<file path="src/rtl/edge_stamp_pkg.sv">
package edge_stamp_pkg;

    localparam int REG_W = 32;

    // register offsets
    localparam int OFF_CAP1 = 'h08;
    localparam int OFF_CAP2 = 'h0C;
    localparam int OFF_CAP3 = 'h10;
    localparam int OFF_CAP4 = 'h14;
    localparam int OFF_CTRL = 'h28;
    localparam int OFF_IRQE = 'h2C;
    localparam int OFF_ICLR = 'h30;

    // control word fields
    localparam int CTL_LDEN    = 8;
    localparam int CTL_ONESHOT = 16;
    localparam int CTL_STOP_LO = 17;
    localparam int CTL_REARM   = 19;
    localparam int CTL_RUN     = 20;
    localparam logic [REG_W-1:0] CTL_KEEP = 32'h0017_01FF;

    // interrupt fields
    localparam int IEN_EV4  = 4;
    localparam int IEN_OVF  = 5;
    localparam int IFLG_EV4 = 20;
    localparam int IFLG_OVF = 21;
    localparam int ICLR_IRQ = 0;

    typedef enum logic [2:0] {
        SEQ_EV1,
        SEQ_EV2,
        SEQ_EV3,
        SEQ_EV4,
        SEQ_HALT
    } seq_state_t;

endpackage

</file>
<file path="src/rtl/edge_stamp_sync.sv">
module edge_stamp_sync (
    input  logic clk,
    input  logic rst_n,
    input  logic pin,
    output logic rise,
    output logic fall
);

    logic meta_q;
    logic sync_q;
    logic prev_q;

    always_ff @(posedge clk or negedge rst_n) begin
        if (!rst_n) begin
            meta_q <= 1'b0;
            sync_q <= 1'b0;
            prev_q <= 1'b0;
        end else begin
            meta_q <= pin;
            sync_q <= meta_q;
            prev_q <= sync_q;
        end
    end

    assign rise = sync_q & ~prev_q;
    assign fall = ~sync_q & prev_q;

endmodule

</file>
<file path="src/rtl/edge_stamp_timer.sv">
module edge_stamp_timer #(
    parameter int CNT_W = 32
) (
    input  logic             clk,
    input  logic             rst_n,
    input  logic             run,
    input  logic             reload,
    output logic [CNT_W-1:0] cnt,
    output logic             ovf_pulse
);

    localparam logic [CNT_W-1:0] ONE = CNT_W'(1);

    logic [CNT_W-1:0] cnt_q;

    always_ff @(posedge clk or negedge rst_n) begin
        if (!rst_n) begin
            cnt_q <= '0;
        end else if (reload) begin
            cnt_q <= ONE;
        end else if (run) begin
            cnt_q <= cnt_q + ONE;
        end
    end

    assign cnt       = cnt_q;
    assign ovf_pulse = run & ~reload & (&cnt_q);

endmodule

</file>
<file path="src/rtl/edge_stamp_seq.sv">
module edge_stamp_seq
    import edge_stamp_pkg::*;
(
    input  logic       clk,
    input  logic       rst_n,
    input  logic       rise,
    input  logic       fall,
    input  logic [3:0] pol,
    input  logic       ld_en,
    input  logic       oneshot,
    input  logic [1:0] stop_sel,
    input  logic       rearm,
    output logic       fire,
    output logic [1:0] idx,
    output logic       frozen
);

    seq_state_t state_q;
    seq_state_t state_d;
    logic       live;
    logic       hit;

    // state register
    always_ff @(posedge clk or negedge rst_n) begin
        if (!rst_n) begin
            state_q <= SEQ_EV1;
        end else begin
            state_q <= state_d;
        end
    end

    // outputs
    always_comb begin
        idx  = 2'd0;
        live = 1'b1;
        unique case (state_q)
            SEQ_EV1:  idx = 2'd0;
            SEQ_EV2:  idx = 2'd1;
            SEQ_EV3:  idx = 2'd2;
            SEQ_EV4:  idx = 2'd3;
            SEQ_HALT: live = 1'b0;
            default:  live = 1'b0;
        endcase
        hit    = pol[idx] ? fall : rise;
        fire   = live & ld_en & ~rearm & hit;
        frozen = (state_q == SEQ_HALT);
    end

    // transitions: advance, wrap, halt, rearm
    always_comb begin
        state_d = state_q;
        if (rearm) begin
            state_d = SEQ_EV1;
        end else if (fire) begin
            if (idx == stop_sel) begin
                state_d = oneshot ? SEQ_HALT : SEQ_EV1;
            end else begin
                unique case (state_q)
                    SEQ_EV1: state_d = SEQ_EV2;
                    SEQ_EV2: state_d = SEQ_EV3;
                    SEQ_EV3: state_d = SEQ_EV4;
                    default: state_d = SEQ_EV1;
                endcase
            end
        end
    end

endmodule

</file>
<file path="src/rtl/edge_stamp_capture.sv">
module edge_stamp_capture
    import edge_stamp_pkg::*;
#(
    parameter int CNT_W  = 32,
    parameter int ADDR_W = 6
) (
    input  logic              clk,
    input  logic              rst_n,
    input  logic              sig_in,
    input  logic              wr_en,
    input  logic [ADDR_W-1:0] addr,
    input  logic [31:0]       wr_data,
    output logic [31:0]       rd_data,
    output logic              irq
);

    localparam int NUM_EV = 4;

    logic [REG_W-1:0] ctrl_q;
    logic             en_ev4_q;
    logic             en_ovf_q;
    logic             flg_ev4_q;
    logic             flg_ovf_q;
    logic             irq_q;

    logic             wr_ctrl;
    logic             wr_irqe;
    logic             wr_iclr;
    logic             rearm;
    logic             latch_clr;
    logic             rise;
    logic             fall;
    logic             fire;
    logic [1:0]       idx;
    logic             seq_frozen;
    logic             cnt_reload;
    logic [CNT_W-1:0] cnt_q;
    logic             ovf_pulse;
    logic             set_ev4;
    logic [3:0]       pol_bits;
    logic [3:0]       rst_bits;
    logic [CNT_W-1:0] cap_q [NUM_EV];

    assign wr_ctrl   = wr_en && (addr == ADDR_W'(OFF_CTRL));
    assign wr_irqe   = wr_en && (addr == ADDR_W'(OFF_IRQE));
    assign wr_iclr   = wr_en && (addr == ADDR_W'(OFF_ICLR));
    assign rearm     = wr_ctrl && wr_data[CTL_REARM];
    assign latch_clr = wr_iclr && wr_data[ICLR_IRQ];

    for (genvar g = 0; g < NUM_EV; g++) begin : g_bits
        assign pol_bits[g] = ctrl_q[2*g];
        assign rst_bits[g] = ctrl_q[2*g+1];
    end

    edge_stamp_sync u_sync (
        .clk  (clk),
        .rst_n(rst_n),
        .pin  (sig_in),
        .rise (rise),
        .fall (fall)
    );

    edge_stamp_seq u_seq (
        .clk     (clk),
        .rst_n   (rst_n),
        .rise    (rise),
        .fall    (fall),
        .pol     (pol_bits),
        .ld_en   (ctrl_q[CTL_LDEN]),
        .oneshot (ctrl_q[CTL_ONESHOT]),
        .stop_sel(ctrl_q[CTL_STOP_LO+1:CTL_STOP_LO]),
        .rearm   (rearm),
        .fire    (fire),
        .idx     (idx),
        .frozen  (seq_frozen)
    );

    assign cnt_reload = fire & rst_bits[idx];

    edge_stamp_timer #(.CNT_W(CNT_W)) u_timer (
        .clk      (clk),
        .rst_n    (rst_n),
        .run      (ctrl_q[CTL_RUN]),
        .reload   (cnt_reload),
        .cnt      (cnt_q),
        .ovf_pulse(ovf_pulse)
    );

    for (genvar g = 0; g < NUM_EV; g++) begin : g_cap
        always_ff @(posedge clk or negedge rst_n) begin
            if (!rst_n) begin
                cap_q[g] <= '0;
            end else if (fire && (idx == 2'(g))) begin
                cap_q[g] <= cnt_q;
            end
        end
    end

    assign set_ev4 = fire && (idx == 2'd3);

    always_ff @(posedge clk or negedge rst_n) begin
        if (!rst_n) begin
            ctrl_q    <= '0;
            en_ev4_q  <= 1'b0;
            en_ovf_q  <= 1'b0;
            flg_ev4_q <= 1'b0;
            flg_ovf_q <= 1'b0;
            irq_q     <= 1'b0;
        end else begin
            if (wr_ctrl) begin
                ctrl_q <= wr_data & CTL_KEEP;
            end
            if (wr_irqe) begin
                en_ev4_q <= wr_data[IEN_EV4];
                en_ovf_q <= wr_data[IEN_OVF];
            end
            flg_ev4_q <= set_ev4 | (flg_ev4_q & ~(wr_iclr & wr_data[IEN_EV4]));
            flg_ovf_q <= ovf_pulse | (flg_ovf_q & ~(wr_iclr & wr_data[IEN_OVF]));
            irq_q     <= (set_ev4 & en_ev4_q) | (ovf_pulse & en_ovf_q)
                       | (irq_q & ~latch_clr);
        end
    end

    assign irq = irq_q;

    always_comb begin
        rd_data = '0;
        unique case (addr)
            ADDR_W'(OFF_CAP1): rd_data = REG_W'(cap_q[0]);
            ADDR_W'(OFF_CAP2): rd_data = REG_W'(cap_q[1]);
            ADDR_W'(OFF_CAP3): rd_data = REG_W'(cap_q[2]);
            ADDR_W'(OFF_CAP4): rd_data = REG_W'(cap_q[3]);
            ADDR_W'(OFF_CTRL): rd_data = ctrl_q;
            ADDR_W'(OFF_IRQE): begin
                rd_data[IEN_EV4]  = en_ev4_q;
                rd_data[IEN_OVF]  = en_ovf_q;
                rd_data[IFLG_EV4] = flg_ev4_q;
                rd_data[IFLG_OVF] = flg_ovf_q;
            end
            default: rd_data = '0;
        endcase
    end

endmodule

</file>
<file path="config.mk">
export PLATFORM = sky130hd
export DESIGN_NAME = edge_stamp_capture
export DESIGN_NICKNAME = d
export VERILOG_FILES = /design/src/rtl/edge_stamp_pkg.sv /design/src/rtl/edge_stamp_sync.sv /design/src/rtl/edge_stamp_timer.sv /design/src/rtl/edge_stamp_seq.sv /design/src/rtl/edge_stamp_capture.sv
export SDC_FILE = /design/constraint.sdc
export NUM_CORES = 1
export LEC_CHECK = 0
export BUFFER_PORTS_ARGS = -buffer_cell sky130_fd_sc_hd__buf_2
export CORE_MARGIN = 4
export CORE_UTILIZATION = 45
export DETAILED_ROUTE_END_ITERATION = 7
export PLACE_DENSITY = 0.67
export SETUP_SLACK_MARGIN = 0.2
export SYNTH_ARGS = -nofsm -noshare
export SYNTH_HDL_FRONTEND = slang
export SYNTH_SLANG_ARGS = --single-unit
</file>
<file path="constraint.sdc">
create_clock -name clk -period 2.44 [get_ports clk]
set_input_delay 0.122 -clock clk [delete_from_list [all_inputs] [get_ports clk]]
set_output_delay 0.122 -clock clk [all_outputs]
set_load 0.1 [all_outputs]
</file>
==> After elaboration in Yosys (flattened, before gate mapping) <==
Cells that the tools add are included.
{ "totals": {"elab_cells": 91, "in_bits": 42, "out_inout_bits": 33, "ff_bits": 184} }
{ "op_classes": {"n_reduce_logical": 15, "magnitude_cmp": 1, "add_sub_neg": 1, "muxes": 19, "bitwise": 26, "n_eq_ne": 14} }
{ "ops": {"columns": ["operator", "count"], "rows": [
  ["$pmux 14 s5", 1],
  ["$mux 32", 2],
  ["$pmux 10 s4", 1],
  ["$add 32x1->32 const B", 1],
  ["$reduce_and 32->1", 1],
  ["$pmux 2 s6", 2],
  ["$pmux 4 s5", 1],
  ["$eq 6x6->1 const B", 3],
  ["$and 1x1->1", 15],
  ["$eq 6x4->1 const B", 2],
  ["$eq 6x5->1 const B", 2],
  ["$mux 3", 4],
  ["$pmux 2 s3", 2],
  ["$logic_and 1x1->1", 9],
  ["$not 1->1", 7],
  ["$eq 3x2->1 const B", 2],
  ["$bmux 1 s2", 2],
  ["$eq 2x2->1 const B", 2],
  ["$mux 1", 4],
  ["$or 1x1->1", 4],
  ["$reduce_bool 2->1", 2],
  ["$reduce_or 4->1", 1],
  ["$eq 3x1->1 const B", 1],
  ["$logic_not 3->1", 1],
  ["other kinds (4)", 4]
]} }

==> Longest topological paths before layout <==
Gate-level depths: netlist of run 1.
{ "logic_depth": {"depth_word": 13, "depth_mapped": 8, "mapped_depth_nobuf": 6} }

==> Modules after synthesis <==
A second synthesis of run 1 with hierarchy kept.
{ "unflattened": {"cells_unflattened": 737, "hier_area_um2": 8797.2} }
{ "by_module_without_submodules": {"columns": ["mod", "area_per_inst_um2", "cells_each", "seq_area_each_um2", "n_inst"], "rows": [
  ["edge_stamp_capture", 6725.2, 523, 3653.5, 1],
  ["edge_stamp_timer", 1665.3, 175, 800.8, 1],
  ["edge_stamp_seq", 316.6, 34, 75.1, 1],
  ["edge_stamp_sync", 90.1, 5, 75.1, 1]
]} }

==> Worst setup path after synthesis of run 1 <==
Ideal clock, no wire load.
{ "synth_timing": {"kind": "input port to output port", "start": "input addr[4]", "end": "output rd_data[4]", "arrival_ns": 2.863, "cell_stages": 6, "path_slack_ns": -0.545, "required_time_ns": 2.318, "path_buffers": 2, "path_cell_list": "nor4b_4 -> nor2b_1 -> buf_2 -> buf_2 -> nand2_1 -> a31oi_1"} }
{ "synth_between": {"elab_chain_len": 2, "word_cells_on_any_way": 7, "cone_classes": "eq/ne (6); mux (1)"} }
{ "synth_lines": {"columns": ["element", "line", "source"], "rows": [
  ["start: declaration", "edge_stamp_capture.sv:11", "input logic [ADDR_W-1:0] addr,"],
  ["$eq 6x6->1 (tied with other cells)", "edge_stamp_capture.sv:128", "unique case (addr)"],
  ["$pmux 2 s6 (*)", "edge_stamp_capture.sv:128", null],
  ["end: declaration", "edge_stamp_capture.sv:13", "output logic [31:0] rd_data,"]
]} }
Mark *: on every way between the ends. The rest lies on a longest branch, timed or not.

==> Worst setup path in the final report of run 1 <==
{ "layout_timing": {"start": "register u_seq.state_q[0]", "end": "register cap_q[108] (netlist bit)"} }
{ "layout_between": {"elab_chain_len": 7, "word_cells_on_any_way": 15, "cone_classes": "eq/ne (3); mux (5); bitwise (3); reduce/logical (4)"} }
{ "layout_lines": {"columns": ["element", "line", "source"], "rows": [
  ["start: declaration", "edge_stamp_seq.sv:18", "seq_state_t state_q;"],
  ["start signal: assignment", "edge_stamp_seq.sv:28", "state_q <= state_d;"],
  ["$eq 3x2->1 (tied with other cells)", "edge_stamp_seq.sv:36", "unique case (state_q)"],
  ["$pmux 2 s3 or $reduce_or 4->1 (tied branches)", null, null],
  ["$bmux 1 s2 or $mux 1 (tied branches)", "edge_stamp_seq.sv:44, edge_stamp_seq.sv:36", null],
  ["$mux 1 (not written as such) or $and 1x1->1 (tied branches)", "edge_stamp_seq.sv:44, edge_stamp_seq.sv:45", null],
  ["$mux 1 or $and 1x1->1 (tied branches)", "edge_stamp_seq.sv:44, edge_stamp_seq.sv:45", null],
  ["$and 1x1->1", "edge_stamp_seq.sv:45", "fire = live & ld_en & ~rearm & hit;"],
  ["$logic_and 1x1->1 (*)", "edge_stamp_capture.sv:93", "end else if (fire && (idx == 2'(g))) begin"],
  ["end signal: indexed assignment", "edge_stamp_capture.sv:94", "cap_q[g] <= cnt_q;"],
  ["end: declaration", "edge_stamp_capture.sv:42", "logic [CNT_W-1:0] cap_q [NUM_EV];"]
]} }
Mark *: on every way between the ends. The rest lies on a longest branch, timed or not. The select of a mux whose other input is x is not followed.
A chain may end at the register's enable or synchronous reset.

==> flow_summary.yaml, run 1 <==
floorplan:
  die_y_um: 150.0
  rows: 51
  initial_core_util_pct: 46.14
  core_um2: 19650
  ios: 75
  chipWidth_um: 150.0
  die_area_um2: 22490
worst_setup_path:
  rrSetupSlack_ns: 0.24
  arrival_ns: 2.51
  r2r_start: "u_seq.state_q[0]"
  worstSetupPathType: "reg -> reg"
  end_kind: "register"
  critPathLaunchType: "register"
  ff2ff_path_depth: 6
  reg2reg_to: "cap_q[108]"
  cp_max_fo: 8
  required_ns: 2.75
timing:
  worst_clock_skew_ns: 0.007401
  slew_headroom_pct: 62.28
  finalSetupTns_ns: 0
  min_period_ns: 2.200
  rsz0062_at_grt: "true"
  finalHoldViolCount: 0
  tightest_slew_ns: 0.5657
  holdWs_ns: 0.02116
  slew_violations: 0
  max_freq_mhz: 454.6
  setup_violations: 0
  finalCritPeriodShare_pct: 90.15
cts:
  cts_root_buf: "clkbuf_16"
  htreeDepth: 4
  clkLatencyLatePin_ns: 0.43
  cts_buffers: 17
  clockBufferDepth: 2
  clkSinkCount: 184
  cts.clk_slew.worst_paths_ns: 0.06
  cts_tree: "built"
power_and_ir_drop:
  peakVddDrop_mv: 0.4046
  p_leak_nw: 5.224
  p_per_area_nw_per_um2: 803.2
  total_power_w: 0.009003
global_route:
  antenna_found_initial: 0
  grt.total_usage_pct: 19.61
  first_global_vias: 6249
  grt_max_degree: 72
  grt_first_pass_wirelength_um: 34340
  overflow: 0
layout:
  fill_cells: 1552
  n_antenna_cell: 0
  finish.utilization_pct: 57.03
  nets: 820
  area_delta_synth_final_pct: 23.61
  drive_gt1_share_pct: 37.94
  multi_input_area_um2: 4238
  regArea_um2: 4607
routing:
  drt_first_pass_iters: 4
  routedWlPerCell_um: 20.14
  remaining_drc_errors: 0
  ant_nets: 0
  postRouteWirelength_um: 21210
  viasPerCell: 5.602
  drtIter0Drc: 347
  vias: 5899
outcome:
  status: "finished, final reports clean"
logic_synthesis:
  postSynth.asyncResetShare_pct: 100.0
  synth.area.top_cells: "dfrtp_1, mux2_4, mux2_2, mux2i_1, xnor2_1"
  syn_inst: 715
  yosysSeqAreaShare_pct: 50.78
  synth.top_cell.area_share_pct: 50.78
  syn_area_per_cell_um2: 12.68
  synth_enable_flop_cells: 0
  synth_nets: 758
  netlist_area_um2: 9067
  synth_most_common_cell: "dfrtp_1"
  synthFlopType: "dfrtp_1"
  synth-warning-count: 0
  ys_types: 63
  ys_top_cells_by_count: "dfrtp_1, mux2_2, mux2_4, mux2i_1, nor2_1"
  synth_seq_cells: 184
  yosysTopAreaCell: "dfrtp_1"
placed_design:
  gp_congestion: 0.7930
  port_buffers: 56
  hpwl_um: 13500
flow_run:
  drv_cap: 0
worst_hold_path:
  holdPathStages: 3
  hold-path-endpoint: "ctrl_q[4]"
  holdCritStartpoint: "wr_data[4]"
  hold_class: "in -> reg"
## power breakdown
part	switching (W)	internal, W	total (W)
registers	0.000735	0.00354	0.00428
logic	0.000842	0.000865	0.00171
clock network	0.00112	0.00189	0.00302
total	0.00270	0.00630	0.00900
## critical path, stage by stage (launching register included)
cell       delay (ns)
dfrtp_2          0.43
mux2_4           0.30
a221o_1          0.35
o21a_4           0.27
nand3_4          0.19
clkbuf_16        0.22
mux2_2           0.33
## per-layer routing
metal  up-vias  GRT usage [%]  part of all wire [%]
li1       2711              -                     -
met1      3042          25.85                    43
met2       121          32.89                    51
met3        25          3.907                   3.7
met4         0          5.855                   1.4
met5         -              0                     0
## registers in the layout (all words and copies together), names as in the netlist
| name | count |
|---|---|
| cap_q | 128 |
| u_sync.meta_q | 1 |
| en_ovf_q | 1 |
| flg_ev4_q | 1 |
| u_timer.cnt | 32 |
| u_sync.prev_q | 1 |
| flg_ovf_q | 1 |
| ctrl_q | 13 |
| en_ev4_q | 1 |
| irq | 1 |
| u_sync.sync_q | 1 |
| u_seq.state_q | 3 |
## area by class of cell
class | count | area share, %
multi-input combinational | 461 | 37.81
clock inverter | 7 | 1.485
timing repair buffer | 104 | 12.08
sequential | 184 | 41.10
tap | 265 | 2.958
inverter | 9 | 0.3014
clock buffer | 23 | 4.264
## stage by stage
| stage | std cells | instance area [um2] | setup WS [ns] |
|---|---|---|---|
| 2_1_floorplan | 715 | 9260 | -0.1163 |
| 3_3_place_gp | 1001 | 10280 | 0.1987 |
| 3_5_place_dp | 1001 | 10280 | 0.1483 |
| 4_1_cts | 1047 | 11110 | 0.1836 |
| 5_1_grt | 1053 | 11210 | 0.1712 |
| 6_report | 1053 | 11210 | 0.2404 |
## worst max-delay path by stage
stage / from / endpoint / slack (ns)
after floorplan: addr[0] / rd_data[2] / -0.12
after global placement: u_seq.state_q[0] / cap_q[2] / 0.20
after detailed placement: u_seq.state_q[0] / cap_q[0] / 0.15
after CTS: u_seq.state_q[0] / cap_q[127] / 0.18
after global routing: u_seq.state_q[1] / cap_q[127] / 0.17
final: u_seq.state_q[0] / cap_q[108] / 0.24
## cells in the final DEF, fill, tap and decap left out, types with 20 or more instances in the layout
master	n
dfrtp_1	182
nand2_1	29
buf_4	21
mux2_4	59
nor2_1	40
mux2i_1	44
clkbuf_16	20
buf_2	22
mux2_2	78
buf_12	41
## kinds of logic after synthesis
| kind of cell | share of synthesized area (%) |
|---|---|
| AO/OA/AOI/OAI | 6.816 |
| XOR/XNOR | 3.091 |
| adder cells (fa/ha/maj) | 0.1380 |
| buffers and inverters | 4.553 |
| flip-flops | 50.78 |
| multiplexers | 24.85 |
| AND/OR/NAND/NOR | 9.770 |
## repair_timing
action / 4_1_cts / 5_1_grt
endpoints found under the hold margin: 66 / 0
gates cloned: 1 / 3
hold buffers: 14 / 0
pin swaps: 1 / 3
endpoints found under the setup margin: 61 / 104
buffers inserted: 1 / 3
gates resized for setup: 2 / 3
(Power assumes the default switching activity.)
==> run 2: changes to the inputs <==
CTS_BUF_LIST = sky130_fd_sc_hd__clkbuf_8   (was default)
==> run 2 against run 1 <==
- fmax fell by 0.85%
- clock-buffer cell count decreased by 3
- hold slack better by 0.014 ns
==> flow_summary.yaml, run 2 (synthesis results as in run 1) <==
timing:
  finalSetupTns_ns: 0
  min_period_ns: 2.218
  max_freq_mhz: 450.8
  slew_headroom_pct: 61.13
  finalHoldViolCount: 0
  worst_clock_skew_ns: 0.01112
  slew_violations: 0
  rsz0062_at_grt: "false"
  finalCritPeriodShare_pct: 90.92
  tightest_slew_ns: 0.5830
  setup_violations: 0
placed_design:
  hpwl_um: 13500
  port_buffers: 56
  gp_congestion: 0.7930
power_and_ir_drop:
  pwr-share-clk_pct: 28.1
  p_seq_share_pct: 51.4
  p_leak_nw: 5.158
  peakVddDrop_mv: 0.4043
  p_per_area_nw_per_um2: 751.9
  power.switching_w: 0.002604
  p_int_w: 0.005695
  switching_share_pct: 31.38
  power_frac_comb_pct: 20.5
worst_setup_path:
  arrival_ns: 2.56
  required_ns: 2.78
  crit_path_top_delay_cell: "dfrtp_2"
  critPathLaunchType: "register"
  ff2ff_path_depth: 6
  path_cells: "mux2_4 -> a221o_1 -> o21a_4 -> nand3_4 -> clkbuf_16 -> mux2_2"
  worstSetupPathType: "reg -> reg"
  reg2reg_to: "cap_q[120]"
  slowest_delay_ns: 0.44
  end_kind: "register"
  r2r_start: "u_seq.state_q[0]"
  cp_max_fo: 8
  rrSetupSlack_ns: 0.22
layout:
  area_delta_synth_final_pct: 21.72
  drive_gt1_share_pct: 38.23
  largest_reg_flops: 128
  n_antenna_cell: 0
  nets: 822
  layout_common_cells: "dfrtp_1, mux2_2, mux2_4"
  finish.utilization_pct: 56.16
  regMostFlops: "cap_q"
  final_common_cell: "dfrtp_1"
global_route:
  overflow: 0
  antenna_found_initial: 0
  grt_first_pass_wirelength_um: 34040
  first_global_vias: 6200
  grt_max_degree: 72
  grt.total_usage_pct: 19.40
worst_hold_path:
  holdCritStartpoint: "wr_data[19]"
  hold_class: "in -> reg"
  hold-path-endpoint: "u_seq.state_q[0]"
  holdPathStages: 3
floorplan:
  die_y_um: 150.0
  ios: 75
  die_area_um2: 22490
  chipWidth_um: 150.0
  rows: 51
  core_um2: 19650
  initial_core_util_pct: 46.14
routing:
  drt_first_pass_iters: 4
  viasPerCell: 5.609
  postRouteWirelength_um: 20890
  ant_nets: 0
  remaining_drc_errors: 0
  drtIter0Drc: 364
  vias: 5918
  routedWlPerCell_um: 19.80
cts:
  cts_root_buf: "clkbuf_8"
  clkLatencyLatePin_ns: 0.45
  cts_tree: "built"
  clkSinkCount: 184
  htreeDepth: 4
  clockBufferDepth: 2
  cts_buffers: 17
  cts.clk_slew.worst_paths_ns: 0.09
flow_run:
  drv_cap: 0
outcome:
  status: "finished, final reports clean"
-- run 2: final cells by class --
class                   instances  area, um2
clock buffers                  20      275.3
clock inverters                10      177.7
fillers                      1592       8617
inverters                       9      33.78
multi-input cells             461       4244
flip-flops and latches        184       4608
well taps                     265      331.6
repair buffers                106       1366
-- run 2: worst max-delay path by stage --
stage,to,depth (start not counted),slack [ns],start
6_report,cap_q[120],6,0.22,u_seq.state_q[0]
5_1_grt,cap_q[120],6,0.20,u_seq.state_q[0]
2_1_floorplan,rd_data[2],5,-0.12,addr[0]
3_5_place_dp,cap_q[0],6,0.15,u_seq.state_q[0]
3_3_place_gp,cap_q[2],6,0.20,u_seq.state_q[0]
4_1_cts,cap_q[120],6,0.20,u_seq.state_q[0]
-- run 2: layer usage --
layer	up-vias	share of wire [%]	GRT usage [%]
li1	2712	-	-
met1	3072	44	25.99
met2	113	51	31.85
met3	21	3.5	3.664
met4	0	2.0	6.496
met5	-	0	0
-- run 2: critical path, delay by kind of cell (launching register included) --
kind / cells / cell delay, ns
mux: 2 / 0.64
compound gates: 2 / 0.62
flops: 1 / 0.44
buf+inv: 1 / 0.21
simple gates: 1 / 0.19
-- run 2: repair_timing --
item                                    CTS  global route
cloned                                    1             2
endpoints found under the setup margin   63            98
pin swaps                                 1             4
setup buffers                             1             5
hold buffers                             15             0
endpoints found under the hold margin    69             0
resized for setup                         2             5
-- run 2: power by group through the flow --
stage	Combinational [W]	Sequential, W	Clock (W)
6_report	0.00170	0.00426	0.00233
3_3_place_gp	0.00159	0.00425	0
4_1_cts	0.00168	0.00426	0.00236
2_1_floorplan	0.00157	0.00386	0
5_1_grt	0.00189	0.00436	0.00249
3_5_place_dp	0.00165	0.00432	0
-- run 2: metrics by stage --
step / std cells / hold slack [ns] / setup WS (ns) / power, W / cell area (um2)
after detailed placement: 1001 / 0.1397 / 0.1483 / 0.005964 / 10280
after global placement: 1001 / 0.1276 / 0.1987 / 0.005832 / 10280
after CTS: 1048 / 0.01461 / 0.1952 / 0.008300 / 10930
after global routing: 1055 / 0.04725 / 0.1953 / 0.008744 / 11040
final: 1055 / 0.03481 / 0.2215 / 0.008299 / 11040
after floorplan: 715 / -0.1736 / -0.1163 / 0.005428 / 9260
